`src/rtl/bsz_pkg.sv`:
```
package bsz_pkg;
  localparam int LANES = 4;
  localparam int DW    = 8 * LANES;

  typedef enum logic [0:0] {ST_IDLE, ST_BUS} seq_st_t;

  // Expand an active-high lane set into a bit mask over the data word.
  function automatic logic [DW-1:0] lane_mask(input logic [LANES-1:0] lanes);
    logic [DW-1:0] m;
    for (int i = 0; i < LANES; i++) m[8*i +: 8] = {8{lanes[i]}};
    return m;
  endfunction
endpackage

```
`src/rtl/bsz_next_be.sv`:
```
module bsz_next_be
  import bsz_pkg::*;
(
  input  logic [LANES-1:0] be_n,
  input  logic             sz8_n,
  input  logic             sz16_n,
  output logic [LANES-1:0] nxt_be_n,
  output logic             last
);
  logic [LANES-1:0] act, low, keep;

  always_comb begin
    act = ~be_n;
    low = act & (~act + 1'b1);
    if (!sz8_n)
      keep = act & ~low;
    else if (!sz16_n)
      keep = (act[1:0] != 2'b00) ? (act & 4'b1100) : '0;
    else
      keep = '0;
    nxt_be_n = ~keep;
    last     = (keep == '0);
  end
endmodule

```
`src/rtl/bsz_lane_pick.sv`:
```
module bsz_lane_pick
  import bsz_pkg::*;
(
  input  logic [LANES-1:0] be_n,
  input  logic             sz8_n,
  input  logic             sz16_n,
  output logic [LANES-1:0] take
);
  logic [LANES-1:0] act;

  always_comb begin
    act = ~be_n;
    if (!sz8_n)
      take = act & (~act + 1'b1);
    else if (!sz16_n)
      take = (act[1:0] != 2'b00) ? (act & 4'b0011) : (act & 4'b1100);
    else
      take = act;
  end
endmodule

```
`src/rtl/bus_size_seq.sv`:
```
module bus_size_seq
  import bsz_pkg::*;
#(
  parameter int AW = 32
) (
  input  logic          clk,
  input  logic          rst,
  input  logic          req_valid,
  input  logic [3:0]    req_be_n,
  input  logic          req_write,
  input  logic [AW-1:0] req_addr,
  input  logic [31:0]   req_wdata,
  output logic          done,
  output logic [31:0]   rdata,
  output logic          bus_cyc,
  output logic [3:0]    bus_be_n,
  output logic          bus_write,
  output logic [AW-1:0] bus_addr,
  output logic [31:0]   bus_wdata,
  input  logic          bus_rdy,
  input  logic          bus_sz8_n,
  input  logic          bus_sz16_n,
  input  logic [31:0]   bus_rdata
);
  seq_st_t          st_q;
  logic [LANES-1:0] be_q, nxt_be_n, take;
  logic             last, wr_q, done_q;
  logic [AW-1:0]    addr_q;
  logic [DW-1:0]    wd_q;
  logic [7:0]       hold_b [LANES];
  logic             end_cyc;

  bsz_next_be u_next (
    .be_n(be_q), .sz8_n(bus_sz8_n), .sz16_n(bus_sz16_n),
    .nxt_be_n(nxt_be_n), .last(last)
  );

  bsz_lane_pick u_pick (
    .be_n(be_q), .sz8_n(bus_sz8_n), .sz16_n(bus_sz16_n), .take(take)
  );

  assign end_cyc = (st_q == ST_BUS) && bus_rdy;

  always_ff @(posedge clk) begin
    if (rst) begin
      st_q   <= ST_IDLE;
      be_q   <= '1;
      wr_q   <= 1'b0;
      addr_q <= '0;
      wd_q   <= '0;
      done_q <= 1'b0;
    end else begin
      done_q <= 1'b0;
      unique case (st_q)
        ST_IDLE: if (req_valid) begin
          if (&req_be_n) begin
            done_q <= 1'b1;
          end else begin
            st_q   <= ST_BUS;
            be_q   <= req_be_n;
            wr_q   <= req_write;
            addr_q <= req_addr;
            wd_q   <= req_wdata & lane_mask(~req_be_n);
          end
        end
        ST_BUS: if (bus_rdy) begin
          if (last) begin
            st_q   <= ST_IDLE;
            be_q   <= '1;
            done_q <= 1'b1;
          end else begin
            be_q <= nxt_be_n;
            wd_q <= wd_q & lane_mask(~nxt_be_n);
          end
        end
        default: st_q <= ST_IDLE;
      endcase
    end
  end

  // One byte register per lane for the read holding word.
  for (genvar g = 0; g < LANES; g++) begin : g_hold
    always_ff @(posedge clk) begin
      if (rst)
        hold_b[g] <= '0;
      else if (end_cyc && !wr_q && take[g])
        hold_b[g] <= bus_rdata[8*g +: 8];
    end
    assign rdata[8*g +: 8] = hold_b[g];
  end

  assign done      = done_q;
  assign bus_cyc   = (st_q == ST_BUS);
  assign bus_be_n  = be_q;
  assign bus_write = wr_q;
  assign bus_addr  = addr_q;
  assign bus_wdata = wd_q;
endmodule

```
`config.mk`:
```
export PLATFORM = sky130hd
export DESIGN_NAME = bus_size_seq
export DESIGN_NICKNAME = d
export VERILOG_FILES = /design/src/rtl/bsz_pkg.sv /design/src/rtl/bsz_next_be.sv /design/src/rtl/bsz_lane_pick.sv /design/src/rtl/bus_size_seq.sv
export SDC_FILE = /design/constraint.sdc
export NUM_CORES = 1
export LEC_CHECK = 0
export BUFFER_PORTS_ARGS = -buffer_cell sky130_fd_sc_hd__buf_2
export CAP_MARGIN = 15
export CORE_MARGIN = 5
export CORE_UTILIZATION = 48
export CTS_CLUSTER_SIZE = 20
export DETAILED_ROUTE_END_ITERATION = 10
export PLACE_DENSITY = 0.77
export SLEW_MARGIN = 20
export SYNTH_ARGS = -nofsm -noshare
export SYNTH_HDL_FRONTEND = slang
export SYNTH_HIERARCHICAL = 1
export SYNTH_SLANG_ARGS = --single-unit
```
`constraint.sdc`:
```
create_clock -name clk -period 3.23 [get_ports clk]
set_input_delay 0 -clock clk [delete_from_list [all_inputs] [get_ports clk]]
set_output_delay 0 -clock clk [all_outputs]
set_load 0.02 [all_outputs]
```
Word level (Yosys, flattened, before mapping):

Memories as Yosys holds them, arrays and structs flattened.
Cells that the tools add are included.

* reduce and logical (&&, ||, !) cells: 13
* bitwise logic cells: 16
* add/subtract/negate cells: 1
* mux-type cells: 44
* eq/ne operators: 4

Operator list (number)
* 2-to-1 mux 32 bit: 4
* AND 32 bit: 2
* one-hot mux 32 bit (2 select lines): 1
* 2-to-1 mux 4 bit: 10
* 2-to-1 mux 8 bit: 4
* inverter 4 bit: 6
* 2-to-1 mux 1 bit: 22
* AND 4 bit: 2
* != test 2 bit, second input constant: 4
* one-hot mux 4 bit (2 select lines): 1
* AND reduction 4 bit: 2
* logical AND 1 bit: 6
* AND reduction 3 bit: 2
* adder 4 x 1 -> 4 bit, second input constant: 1
* logical NOT 4 bit: 1
* bitwise OR 1 bit: 4
* one-hot mux 1 bit (2 select lines): 2
* inverter 1 bit: 2
* nonzero test 2 bit: 1
* logical NOT 1 bit: 1

* output and inout port bits: 103
* memories kept: 1
* input bits: 107
* register bits after elaboration: 71
* memory bits (writable): 32
* logic and storage cells: 85

Memories
* hold_b: depth 4, width 8, rd ports 4, clocked after Yosys merged registers in 0, wr ports 4, RTL line bus_size_seq.sv:30 `logic [7:0] hold_b [LANES];`

Logic depth before layout (Yosys ltp):

* depth in word-level cells: 13
* gate-level depth with buffers: 8
* gate-level depth less buffers: 6

Cells and area by module:

The synthesis kept the hierarchy.

By module, submodules not included
* bus_size_seq: area each 4663.2 µm², instances 1, sequential area each 2382.3 µm², cells each 458
* bsz_next_be: area each 86.3 µm², instances 1, sequential area each 0.0 µm², cells each 13
* bsz_lane_pick: area each 45.0 µm², instances 1, sequential area each 0.0 µm², cells each 8

Least setup slack after synthesis:

OpenSTA, ideal clock, no wires.

* kind: flip-flop to flip-flop
* start: register be_q[0], in the netlist bus_be_n[0]
* end: register wd_q[0], in the netlist bus_wdata[0]
* setup time: 146 ps
* path buffers: 2
* cell stages (with the launch flop): 8
* required time: 3084 ps
* arrival time: 1944 ps
* clock period less this slack: 2090 ps
* path slack: 1140 ps
* cells stage by stage: dfxtp_1 a21oi_1 o2111ai_1 and3b_1 buf_2 buf_2 a211oi_1 a211oi_2

* elaborated cells between the ends (all ways): 19
* classes of those cells: 1 x add/sub; 1 x eq/ne; 6 x mux; 8 x bitwise; 3 x reduce/logical

RTL lines
* start, declared: RTL line bus_size_seq.sv:26 `logic [LANES-1:0] be_q, nxt_be_n, take;`
* start signal, assigned: RTL line bus_size_seq.sv:60 `be_q <= req_be_n;`
* start signal, assigned: RTL line bus_size_seq.sv:72 `be_q <= nxt_be_n;`
* inverter 4 bit (*): RTL line bsz_next_be.sv:13 `act = ~be_n;`
* inverter 4 bit: RTL line bsz_next_be.sv:14 `low = act & (~act + 1'b1);`
* adder 4 x 1 -> 4 bit: RTL line bsz_next_be.sv:14
* AND 4 bit: RTL line bsz_next_be.sv:14
* inverter 4 bit: RTL line bsz_next_be.sv:16 `keep = act & ~low;`
* AND 4 bit: RTL line bsz_next_be.sv:16
* 2-to-1 mux 4 bit (*): RTL line bsz_next_be.sv:15 `if (!sz8_n)`
* logical NOT 4 bit (*): RTL line bsz_next_be.sv:22 `last = (keep == '0);`
* via last: RTL line bus_size_seq.sv:27 `logic last, wr_q, done_q;`
* != test 2 bit (no source line) (*)
* AND reduction 4 bit (no source line) (*)
* end signal, assigned: RTL line bus_size_seq.sv:63 `wd_q <= req_wdata & lane_mask(~req_be_n);`
* end signal, assigned: RTL line bus_size_seq.sv:73 `wd_q <= wd_q & lane_mask(~nxt_be_n);`
* end, declared: RTL line bus_size_seq.sv:29 `logic [DW-1:0] wd_q;`

Mark *: on every way through the listed nets, which the timed path passes. The rest lies on a longest branch. The select of a mux whose other input is x is not followed.
A chain may end at the register's enable or synchronous reset.

Worst setup path in the final report:

* start: register be_q[1], in the netlist bus_be_n[1]
* end: register wd_q[23], in the netlist bus_wdata[23]

The elaborated chain is that of the path after synthesis.

==> metrics.txt <==
final worst setup slack=1010 ps; htree depth=3; largest family of logic cells by synthesized area=compound AO/OA/AOI/OAI gates; Post-CTS Setup Inserts=0; Leak=2.959 nW; P per Cell Area=434.2 nW/um^2; fin crit period=2220 ps; cell with the most instances after synthesis=dfxtp_1; Synth Area in Compound Gates=28.68%; Overflow after GRT=0; Slew Viols, Final=0; Switching Share=30.38%; Overall Global Routing Usage=25.47%; Syn Nets=586; max incr delay on CP=430 ps; Antenna diodes=0; YS warnings=6; first-pass GRT wire length=24.29 mm; Util after Layout=69.75%; Vert. Die Dim=109.9 um; area of the multi-input gates=2165 um^2; remaining antenna violation count=0; Mean Syn Cell Area=10.01 um^2; vias in the first global route=4816; share of synthesized registers carrying an async set or reset=0%; fillers=756; post-cts sizing count=0; Worst-path clk slew=100 ps; CTS tree=done; clock root cell=clkbuf_8; Setup violations, final=0; share of cells above drive strength 1=38.57%; Detailed Place HPWL=10.18 mm; maximum VDD drop=0.2628 mV; crit share post-route=68.72%; Clock power frac=28.1%; total wire length=15.70 mm; residual DRC count=0; CTS Hold Bufs=76; input/output buffers=209; routed length per instance=18.01 um; via count=4898; XOR/XNOR Fraction of Synth Area=0%; Worst slew margin=27.57%; Num CTS Buffers=9; worst path cell trace=maj3_2, nand2_1, o2111ai_1, and3b_1, a21o_4, a211oi_1; post-synthesis adder-cell area fraction=0.2349%; post-layout instance area=6818 um^2; CTS sink cnt=103; status=complete, no violations; drt first pass iters=5; Fmax=450.5 MHz; Starting Density=49.05%; CP arrival=2430 ps; vias per cell=5.617; Core ar.=9774 um^2; RSZ-0062 raised after global routing=no; nets=841; Slowest cell on crit path=a21o_4; largest net degree at the start of global routing=50; Slew @ Worst Pin=1086 ps; Register Area=2384 um^2; Core Rows=36; post-synthesis sequential area ratio=49.69%; setup TNS=0 ps; largest cells by area after synthesis=dfxtp_1 (30%), edfxtp_1 (20%), a211oi_2 (7.8%), a211oi_1 (5.3%), a2bb2oi_1 (5.1%); Worst EP required=3440 ps; share of the synthesized area in the top cell type=29.65%; DP Area=5839 um^2; Synth Register Bits=103; Net Switching=0.8992 mW; Hold Vio Cnt, Final=0; CP startpoint kind=flip-flop; worst skew pair latency=360 ps; drt first-iter violations=309; dpl ws=1023 ps; synthesis-to-layout area growth=42.20%; Synth Area in Simple Gates=14.87%; commonest cells in the netlist=dfxtp_1 (71), nand2_1 (44), a21oi_1 (35), nand3_1 (35), a211oi_1 (34); power share of the combinational group=22.1%; skew final=7.507 ps; Mapped Cells=479; sequential power share=49.8%; Die ar.=12090 um^2; P_int=2.061 mW; Netlist Area Pre-Place=4795 um^2; synth unique cells=43; Clock Tree Buf Depth=2; CP Capture Type=flip-flop; initial antenna violation count=0; routability congestion estimate=0.7985; top_reg_cell synth=dfxtp_1; Ports=210; largest fanout on the critical path=32; Post-synth EDFFs=32; Yosys top cell by area=dfxtp_1; Hold Path Class=in2reg; max-cap viol count=0; crit path kind=reg2reg; mux cell area share after synthesis=0.9395%; Die Span X=109.9 um
[placed cells by master (no fill, tap or decap), types with 10 or more instances in the layout]
master         synthesis  routed
a2bb2oi_1             28      28
a211oi_1              34      34
o21ai_0               27      27
and3_1                25      25
dlygate4sd3_1          0      76
a211oi_2              30      30
o21ai_1               10      10
dfxtp_1               71      70
nand2_1               44      44
buf_2                 19     209
nand3_1               35      35
a21oi_1               35      35
edfxtp_1              32      32
[metal layers]
layer | up-vias | wire (um) | global-route usage [%]
li1 | 2308 | - | -
met1 | 2341 | 5995 | 29.77
met2 | 224 | 8005 | 45.58
met3 | 25 | 1424 | 5.989
met4 | 0 | 276 | 8.459
met5 | - | 0 | 0
[power by group through the flow]
| stage | sequential [mW] | combinational [mW] | clock [mW] |
|---|---|---|---|
| 6_report | 1.48 | 0.653 | 0.832 |
| 5_1_grt | 1.48 | 0.702 | 0.923 |
| 4_1_cts | 1.47 | 0.643 | 0.851 |
| 3_5_place_dp | 1.50 | 0.570 | 0 |
| 3_3_place_gp | 1.50 | 0.558 | 0 |
| 2_1_floorplan | 1.59 | 0.271 | 0 |
[cells by family after synthesis]
kind of cell | after synthesis
other cells | 1
flops | 103
fa+ha+maj | 1
simple gates | 136
mux | 4
compound gates | 178
buf+inv | 56
[worst paths after layout]
| kind | start | endpoint | slack, ps | cells past startpoint |
|---|---|---|---|---|
| worst max-delay path | bus_be_n[1] | bus_wdata[23] | 1010 | 6 |
| worst min-delay path | req_wdata[4] | bus_wdata[4] | 20 | 3 |
| worst max register to register | bus_be_n[1] | bus_wdata[23] | 1010 | 6 |
| worst min register to register | bus_addr[8] | bus_addr[8] | 480 | 2 |
[metrics by stage]
step | power [mW] | hold slack, ps | std cells
floorplan | 1.864 | 147.7 | 479
global placement | 2.055 | 252.5 | 779
detailed placement | 2.071 | 260.3 | 779
CTS | 2.966 | 2.956 | 871
global route | 3.110 | 6.078 | 872
finish | 2.960 | 21.73 | 872
[registers in the layout (all words and copies together), names as in the netlist]
register   flops
bus_addr      32
bus_be_n       4
bus_cyc        1
bus_wdata     32
bus_write      1
done           1
hold_b        32
[layout make-up]
class                      count  share of cell area [%]
clock buffer                   9                   1.817
clock inverter                 7                   1.156
inverter                       7                  0.3854
multi-input combinational    320                   31.75
sequential                   103                   34.96
tap                          133                   2.441
timing repair buffer         293                   27.49
[critical path, delay by kind of cell, from the launching register on]
family	cells	cell delay [ps]
compound gates	3	870
simple gates	2	430
flops	1	420
fa+ha+maj	1	350
(Power assumes the default switching activity.)
